## src/rtl/ssp_pkg.sv

```systemverilog
package ssp_pkg;

  localparam int unsigned SSP_RATE_W  = 3;
  localparam int unsigned SSP_MAX_LOG = 9;

  typedef struct packed {
    logic                  ext_clk;
    logic                  neg_edge;
    logic                  lsb_first;
    logic [SSP_RATE_W-1:0] rate;
  } ssp_cfg_t;

  // log2 of the bit period in system cycles for each rate code
  function automatic logic [3:0] ssp_div_log2(input logic [SSP_RATE_W-1:0] code);
    case (code)
      3'd0:    return 4'd9;
      3'd1:    return 4'd8;
      3'd2:    return 4'd7;
      3'd3:    return 4'd5;
      default: return 4'd4;
    endcase
  endfunction

endpackage

```

## src/rtl/ssp_baud_gen.sv

```systemverilog
module ssp_baud_gen
  import ssp_pkg::*;
#(
  parameter int unsigned MAX_LOG = SSP_MAX_LOG,
  localparam int unsigned CNT_W  = MAX_LOG - 1
) (
  input  logic                  clk,
  input  logic                  rst_n,
  input  logic                  run,
  input  logic                  idle_lvl,
  input  logic [SSP_RATE_W-1:0] rate,
  output logic                  sclk,
  output logic                  rise_p,
  output logic                  fall_p
);

  localparam logic [CNT_W:0] ONE = (CNT_W+1)'(1);

  logic [CNT_W-1:0] half_cnt;
  logic [CNT_W:0]   lim_wide;
  logic [CNT_W-1:0] half_lim;
  logic [3:0]       shamt;
  logic             tick;
  logic             sclk_q;

  always_comb begin
    shamt    = ssp_div_log2(rate) - 4'd1;
    lim_wide = (ONE << shamt) - ONE;
    half_lim = lim_wide[CNT_W-1:0];
  end

  assign tick   = run && (half_cnt == half_lim);
  assign rise_p = tick && !sclk_q;
  assign fall_p = tick &&  sclk_q;
  assign sclk   = sclk_q;

  always_ff @(posedge clk or negedge rst_n) begin
    if (!rst_n) begin
      half_cnt <= '0;
      sclk_q   <= 1'b1;
    end else if (!run) begin
      half_cnt <= '0;
      sclk_q   <= idle_lvl;
    end else if (tick) begin
      half_cnt <= '0;
      sclk_q   <= ~sclk_q;
    end else begin
      half_cnt <= half_cnt + CNT_W'(1);
    end
  end

endmodule

```

## src/rtl/ssp_edge_sync.sv

```systemverilog
module ssp_edge_sync #(
  parameter int unsigned STAGES = 2
) (
  input  logic clk,
  input  logic rst_n,
  input  logic sclk_in,
  input  logic sdi_in,
  output logic sdi_s,
  output logic rise_p,
  output logic fall_p
);

  logic [STAGES-1:0] sck_pipe;
  logic [STAGES-1:0] sdi_pipe;
  logic              sck_last;

  generate
    if (STAGES == 1) begin : g_single
      always_ff @(posedge clk or negedge rst_n) begin
        if (!rst_n) begin
          sck_pipe <= '0;
          sdi_pipe <= '0;
        end else begin
          sck_pipe <= sclk_in;
          sdi_pipe <= sdi_in;
        end
      end
    end else begin : g_multi
      always_ff @(posedge clk or negedge rst_n) begin
        if (!rst_n) begin
          sck_pipe <= '0;
          sdi_pipe <= '0;
        end else begin
          sck_pipe <= {sck_pipe[STAGES-2:0], sclk_in};
          sdi_pipe <= {sdi_pipe[STAGES-2:0], sdi_in};
        end
      end
    end
  endgenerate

  always_ff @(posedge clk or negedge rst_n) begin
    if (!rst_n) sck_last <= 1'b0;
    else        sck_last <= sck_pipe[STAGES-1];
  end

  assign sdi_s  = sdi_pipe[STAGES-1];
  assign rise_p =  sck_pipe[STAGES-1] && !sck_last;
  assign fall_p = !sck_pipe[STAGES-1] &&  sck_last;

endmodule

```

## src/rtl/ssp_shift_core.sv

```systemverilog
module ssp_shift_core #(
  parameter int unsigned BITS  = 8,
  localparam int unsigned CNT_W = $clog2(BITS + 1)
) (
  input  logic            clk,
  input  logic            rst_n,
  input  logic            load,
  input  logic [BITS-1:0] load_data,
  input  logic            lsb_first,
  input  logic            act_p,
  input  logic            inact_p,
  input  logic            sdi_bit,
  output logic            sdo,
  output logic            last_p,
  output logic [BITS-1:0] rx_word
);

  logic [BITS-1:0]  tx_sr;
  logic [BITS-1:0]  rx_sr;
  logic [CNT_W-1:0] bit_cnt;
  logic [BITS-1:0]  tx_next;
  logic [BITS-1:0]  rx_next;

  always_comb begin
    if (lsb_first) begin
      tx_next = {1'b0, tx_sr[BITS-1:1]};
      rx_next = {sdi_bit, rx_sr[BITS-1:1]};
      sdo     = tx_sr[0];
    end else begin
      tx_next = {tx_sr[BITS-2:0], 1'b0};
      rx_next = {rx_sr[BITS-2:0], sdi_bit};
      sdo     = tx_sr[BITS-1];
    end
  end

  assign last_p  = act_p && (bit_cnt == CNT_W'(BITS - 1));
  assign rx_word = rx_next;

  always_ff @(posedge clk or negedge rst_n) begin
    if (!rst_n) begin
      tx_sr   <= '0;
      rx_sr   <= '0;
      bit_cnt <= '0;
    end else if (load) begin
      tx_sr   <= load_data;
      rx_sr   <= '0;
      bit_cnt <= '0;
    end else begin
      if (act_p) begin
        rx_sr   <= rx_next;
        bit_cnt <= bit_cnt + CNT_W'(1);
      end
      // the first inactive edge only opens the frame; bit 0 is already out
      if (inact_p && (bit_cnt != '0)) tx_sr <= tx_next;
    end
  end

endmodule

```

## src/rtl/ser_shift_port.sv

```systemverilog
module ser_shift_port
  import ssp_pkg::*;
#(
  parameter int unsigned BITS        = 8,
  parameter int unsigned SYNC_STAGES = 2,
  parameter int unsigned MAX_LOG     = SSP_MAX_LOG
) (
  input  logic                  clk,
  input  logic                  rst_n,
  input  logic                  cfg_ext_clk,
  input  logic                  cfg_neg_edge,
  input  logic                  cfg_lsb_first,
  input  logic [SSP_RATE_W-1:0] cfg_rate,
  input  logic                  tx_valid,
  output logic                  tx_ready,
  input  logic [BITS-1:0]       tx_data,
  output logic                  rx_valid,
  input  logic                  rx_ready,
  output logic [BITS-1:0]       rx_data,
  output logic                  busy,
  output logic                  done_irq,
  output logic                  sclk_o,
  output logic                  sclk_oe,
  input  logic                  sclk_i,
  output logic                  sdo,
  input  logic                  sdi
);

  ssp_cfg_t        cfg_live;
  ssp_cfg_t        cfg_q;
  ssp_cfg_t        cfg_eff;
  logic            busy_q;
  logic            rx_valid_q;
  logic [BITS-1:0] rx_data_q;
  logic            irq_q;
  logic            start;
  logic            gen_rise, gen_fall;
  logic            ext_rise, ext_fall;
  logic            sdi_sync;
  logic            rise_sel, fall_sel;
  logic            act_p, inact_p;
  logic            sdi_bit;
  logic            last_p;
  logic [BITS-1:0] rx_word;

  assign cfg_live = '{ext_clk:   cfg_ext_clk,
                      neg_edge:  cfg_neg_edge,
                      lsb_first: cfg_lsb_first,
                      rate:      cfg_rate};
  assign cfg_eff  = busy_q ? cfg_q : cfg_live;

  assign tx_ready = !busy_q && !(rx_valid_q && !rx_ready);
  assign start    = tx_valid && tx_ready;

  ssp_baud_gen #(.MAX_LOG(MAX_LOG)) u_gen (
    .clk      (clk),
    .rst_n    (rst_n),
    .run      (busy_q && !cfg_q.ext_clk),
    .idle_lvl (~cfg_eff.neg_edge),
    .rate     (cfg_q.rate),
    .sclk     (sclk_o),
    .rise_p   (gen_rise),
    .fall_p   (gen_fall)
  );

  ssp_edge_sync #(.STAGES(SYNC_STAGES)) u_sync (
    .clk     (clk),
    .rst_n   (rst_n),
    .sclk_in (sclk_i),
    .sdi_in  (sdi),
    .sdi_s   (sdi_sync),
    .rise_p  (ext_rise),
    .fall_p  (ext_fall)
  );

  always_comb begin
    rise_sel = cfg_q.ext_clk ? ext_rise : gen_rise;
    fall_sel = cfg_q.ext_clk ? ext_fall : gen_fall;
    act_p    = busy_q && (cfg_q.neg_edge ? fall_sel : rise_sel);
    inact_p  = busy_q && (cfg_q.neg_edge ? rise_sel : fall_sel);
    sdi_bit  = cfg_q.ext_clk ? sdi_sync : sdi;
  end

  ssp_shift_core #(.BITS(BITS)) u_core (
    .clk       (clk),
    .rst_n     (rst_n),
    .load      (start),
    .load_data (tx_data),
    .lsb_first (cfg_q.lsb_first),
    .act_p     (act_p),
    .inact_p   (inact_p),
    .sdi_bit   (sdi_bit),
    .sdo       (sdo),
    .last_p    (last_p),
    .rx_word   (rx_word)
  );

  always_ff @(posedge clk or negedge rst_n) begin
    if (!rst_n) begin
      busy_q     <= 1'b0;
      cfg_q      <= '0;
      rx_valid_q <= 1'b0;
      rx_data_q  <= '0;
      irq_q      <= 1'b0;
    end else begin
      irq_q <= 1'b0;
      if (rx_valid_q && rx_ready) rx_valid_q <= 1'b0;
      if (start) begin
        busy_q <= 1'b1;
        cfg_q  <= cfg_live;
      end else if (last_p) begin
        busy_q     <= 1'b0;
        rx_data_q  <= rx_word;
        rx_valid_q <= 1'b1;
        irq_q      <= 1'b1;
      end
    end
  end

  assign busy     = busy_q;
  assign rx_valid = rx_valid_q;
  assign rx_data  = rx_data_q;
  assign done_irq = irq_q;
  assign sclk_oe  = ~cfg_eff.ext_clk;

endmodule

```

## config.mk

```make
export PLATFORM = sky130hd
export DESIGN_NAME = ser_shift_port
export DESIGN_NICKNAME = d
export VERILOG_FILES = /design/src/rtl/ssp_pkg.sv /design/src/rtl/ssp_baud_gen.sv /design/src/rtl/ssp_edge_sync.sv /design/src/rtl/ssp_shift_core.sv /design/src/rtl/ser_shift_port.sv
export SDC_FILE = /design/constraint.sdc
export NUM_CORES = 1
export LEC_CHECK = 0
export ABC_AREA = 1
export ABC_CLOCK_PERIOD_IN_PS = 2400
export BUFFER_PORTS_ARGS = -buffer_cell sky130_fd_sc_hd__buf_2
export CAP_MARGIN = 20
export CORE_MARGIN = 10
export CORE_UTILIZATION = 60
export CTS_CLUSTER_DIAMETER = 50
export DETAILED_ROUTE_END_ITERATION = 8
export PLACE_DENSITY = 0.93
export SYNTH_ARGS = -nofsm -noshare
export SYNTH_HDL_FRONTEND = slang
export SYNTH_SLANG_ARGS = --single-unit
```

## constraint.sdc

```tcl
create_clock -name clk -period 2.4 [get_ports clk]
set_input_delay 0.48 -clock clk [delete_from_list [all_inputs] [get_ports clk]]
set_output_delay 0.48 -clock clk [all_outputs]
set_load 0.05 [all_outputs]
```

==> impl_metrics.json <==
{
  "grt-busiest-layer": "met2",
  "grt_util_met2_pct": 26.0,
  "chipWidth_um": 85.0,
  "initialDrtViolationCount": 185,
  "outcome": "completed",
  "post-route-drc-count": 0,
  "grt_start_max_net_pins": 27,
  "port_buffers": 34,
  "synthToLayoutAreaGrowth_pct": 13.8,
  "drive_gt1_share_pct": 16.0,
  "worst_pin_slew_ns": 0.596,
  "cts.sinks": 51,
  "cap_violations": 0,
  "viasPerCell": 5.44,
  "synth_top_family_by_area": "simple AND/OR/NAND/NOR gates",
  "min_period_ns": 2.09,
  "vias": 2248,
  "use_met3_pct": 5.16,
  "clk-insertion-delay-late_ns": 0.31,
  "rows": 23,
  "holdBufCountCts": 0,
  "n_antenna_cell": 0,
  "grtUsageMet1_pct": 19.9,
  "synth_warnings": 0,
  "firstDrtPassIters": 4,
  "synthAdderAreaFrac_pct": 1.98,
  "n_fill_cell": 311,
  "die_height_um": 85.0,
  "synth-seq-cells": 51,
  "synthMuxAreaShare_pct": 0.395,
  "grt_pass1_wl_mm": 10.1,
  "syn_nets": 351,
  "worstPathArrival_ns": 1.61,
  "ant_nets": 0,
  "end_kind": "output port",
  "dp_hpwl_mm": 4.16,
  "cts.htree.levels": 2,
  "grt_overflow": 0,
  "crit_fanout": 5,
  "finalNetCount": 386,
  "cts.reportedPaths.clkPinSlew_ns": 0.10,
  "clock_path_buffers": 2,
  "start_kind": "flip-flop",
  "rsz0062_at_grt": "no",
  "avgSynthCellArea_um2": 7.75,
  "grt_pass1_vias": 2240,
  "utilization_pct": 71.0,
  "criticalPathCategory": "flip-flop to output port",
  "cts_tree": "built",
  "start_util_pct": 62.4,
  "core_mm2": 0.00406,
  "setup_viol": 0,
  "synth.distinct_cells": 29,
  "multi_input_area_mm2": 0.00111,
  "max_freq_ghz": 0.479,
  "wl_per_cell_um": 14.0,
  "antenna_found_initial": 0,
  "cts_buffers": 5,
  "io_pins": 35,
  "seq_area_mm2": 0.00128,
  "dieArea_mm2": 0.00722,
  "grt_use_total_pct": 16.5,
  "cts_setup_buffers": 0,
  "period_share_pct": 86.9,
  "leakage_uw": 0.00158,
  "netlist_area_mm2": 0.00253,
  "synth_simple_gate_area_share_pct": 35.8,
  "wl_mm": 5.80,
  "yosys.area_share.xor_xnor_pct": 1.04,
  "fin_setup_tns_ns": 0,
  "hold_violations": 0,
  "cts_resized": 0,
  "slew_headroom_pct": 60.3,
  "synth_compound_area_share_pct": 4.84,
  "cellPowerDensity_mw_per_mm2": 1050,
  "ys_seq_area_share_pct": 50.4,
  "cp.required_ns": 1.92,
  "syn_inst": 327,
  "clock_skew_ns": 0.0122,
  "slew_violations": 0,
  "ir_worst_vdd_mv": 0.593,
  "hp-class": "input port to asynchronous set/reset pin",
  "ctsRootBufferMaster": "clkbuf_8",
  "gp_congestion": 0.858
}
-- worst max-delay path, cell delays in order, from the launching register on --
cell     delay [ns]
dfrtp_1        0.43
inv_1          0.12
nor2_1         0.26
inv_1          0.11
o21ai_0        0.08
buf_2          0.28
-- through the flow --
step | hold WS (ns) | std cells | instance area, µm² | worst slack (ns) | total power (µW)
2_1_floorplan | 0.184 | 327 | 2530 | 0.0197 | 2040
3_3_place_gp | 0.332 | 405 | 2750 | 0.527 | 2260
3_5_place_dp | 0.341 | 405 | 2750 | 0.449 | 2320
4_1_cts | 0.185 | 413 | 2880 | 0.321 | 3040
5_1_grt | 0.205 | 413 | 2880 | 0.163 | 3250
6_report | 0.166 | 413 | 2880 | 0.314 | 3040
-- power breakdown --
part / leakage (µW) / internal [µW] / total, µW / switching, µW
registers: 0.000659 / 1080 / 1290 / 213
logic: 0.000856 / 326 / 1040 / 710
clock network: 0.0000644 / 416 / 706 / 291
-- cells by family (layout without fill, tap and decap cells) --
group                      count (synthesis)  count (layout)
muxes                                      1               1
xor gates and xnor gates                   3               3
adders and majority gates                  4               4
and+or+nand+nor                          215             215
DFF                                       51              51
buffers and inverters                     31              67
AOI/OAI and AO/OA                         22              22
-- synth_stat cells (all sizes together) --
master | number | area share, %
or2 | 1 | 0.25
mux2i | 1 | 0.40
o21ai | 11 | 2.2
nor2 | 28 | 4.5
and3 | 1 | 0.25
nor3 | 1 | 0.20
nand3 | 28 | 5.7
o211ai | 1 | 0.30
o21bai | 1 | 0.30
dfstp | 1 | 1.0
nand2 | 151 | 23
nand4 | 3 | 1.2
clkinv | 1 | 0.15
buf | 5 | 1.7
ha | 4 | 2.0
clkbuf | 5 | 0.74
dfrtp | 50 | 49
xor2 | 3 | 1.0
a21oi | 3 | 0.59
inv | 20 | 3.0
a31oi | 6 | 1.5
nand3b | 2 | 0.59
-- layout make-up --
class	count	area share (%)
sequential	51	44.3
clock buffer	5	2.39
clock inverter	3	2.34
multi-input combinational	245	38.7
inverter	21	2.73
tap	50	2.17
timing repair buffer	38	7.38
-- layer usage --
| metal | routed length [µm] | up-vias |
|---|---|---|
| li1 | - | 1101 |
| met1 | 2380 | 1053 |
| met2 | 2850 | 77 |
| met3 | 413 | 17 |
| met4 | 153 | 0 |
| met5 | 0 | - |
-- final timing paths --
| kind | from | endpoint | slack [ns] | depth (start not counted) |
|---|---|---|---|---|
| worst max-delay path | busy | sclk_oe | 0.31 | 5 |
| worst min-delay path | rst_n | u_core.bit_cnt[2] | 0.17 | 1 |
| worst max register to register | u_gen.half_cnt[0] | u_core.bit_cnt[0] | 0.37 | 12 |
| worst min register to register | u_sync.sck_pipe[0] | u_sync.sck_pipe[1] | 0.36 | 0 |
| max in group asynchronous | rst_n | u_gen.sclk | 1.63 | 2 |
| min in group clk | sclk_i | u_sync.sck_pipe[0] | 0.28 | 1 |
-- registers in the layout, summed over array words and instances, names as in the netlist --
signal,flops
u_gen.sclk,1
u_gen.half_cnt,8
rx_valid,1
busy,1
u_sync.sdi_pipe,2
u_sync.sck_pipe,2
u_sync.sck_last,1
done_irq,1
rx_data,8
u_core.rx_sr,8
u_core.tx_sr,8
u_core.bit_cnt,4
cfg_q,6
-- cells in the final DEF (no fill, tap or decap), drive strengths merged, types with 2 or more instances in the layout --
master / n
nand2: 151
dfrtp: 50
buf: 38
nand3: 28
nor2: 28
inv: 20
o21ai: 11
a31oi: 6
clkbuf: 5
ha: 4
xor2: 3
a21oi: 3
nand4: 3
nand3b: 2
bufinv: 2
(Power assumes the default switching activity.)
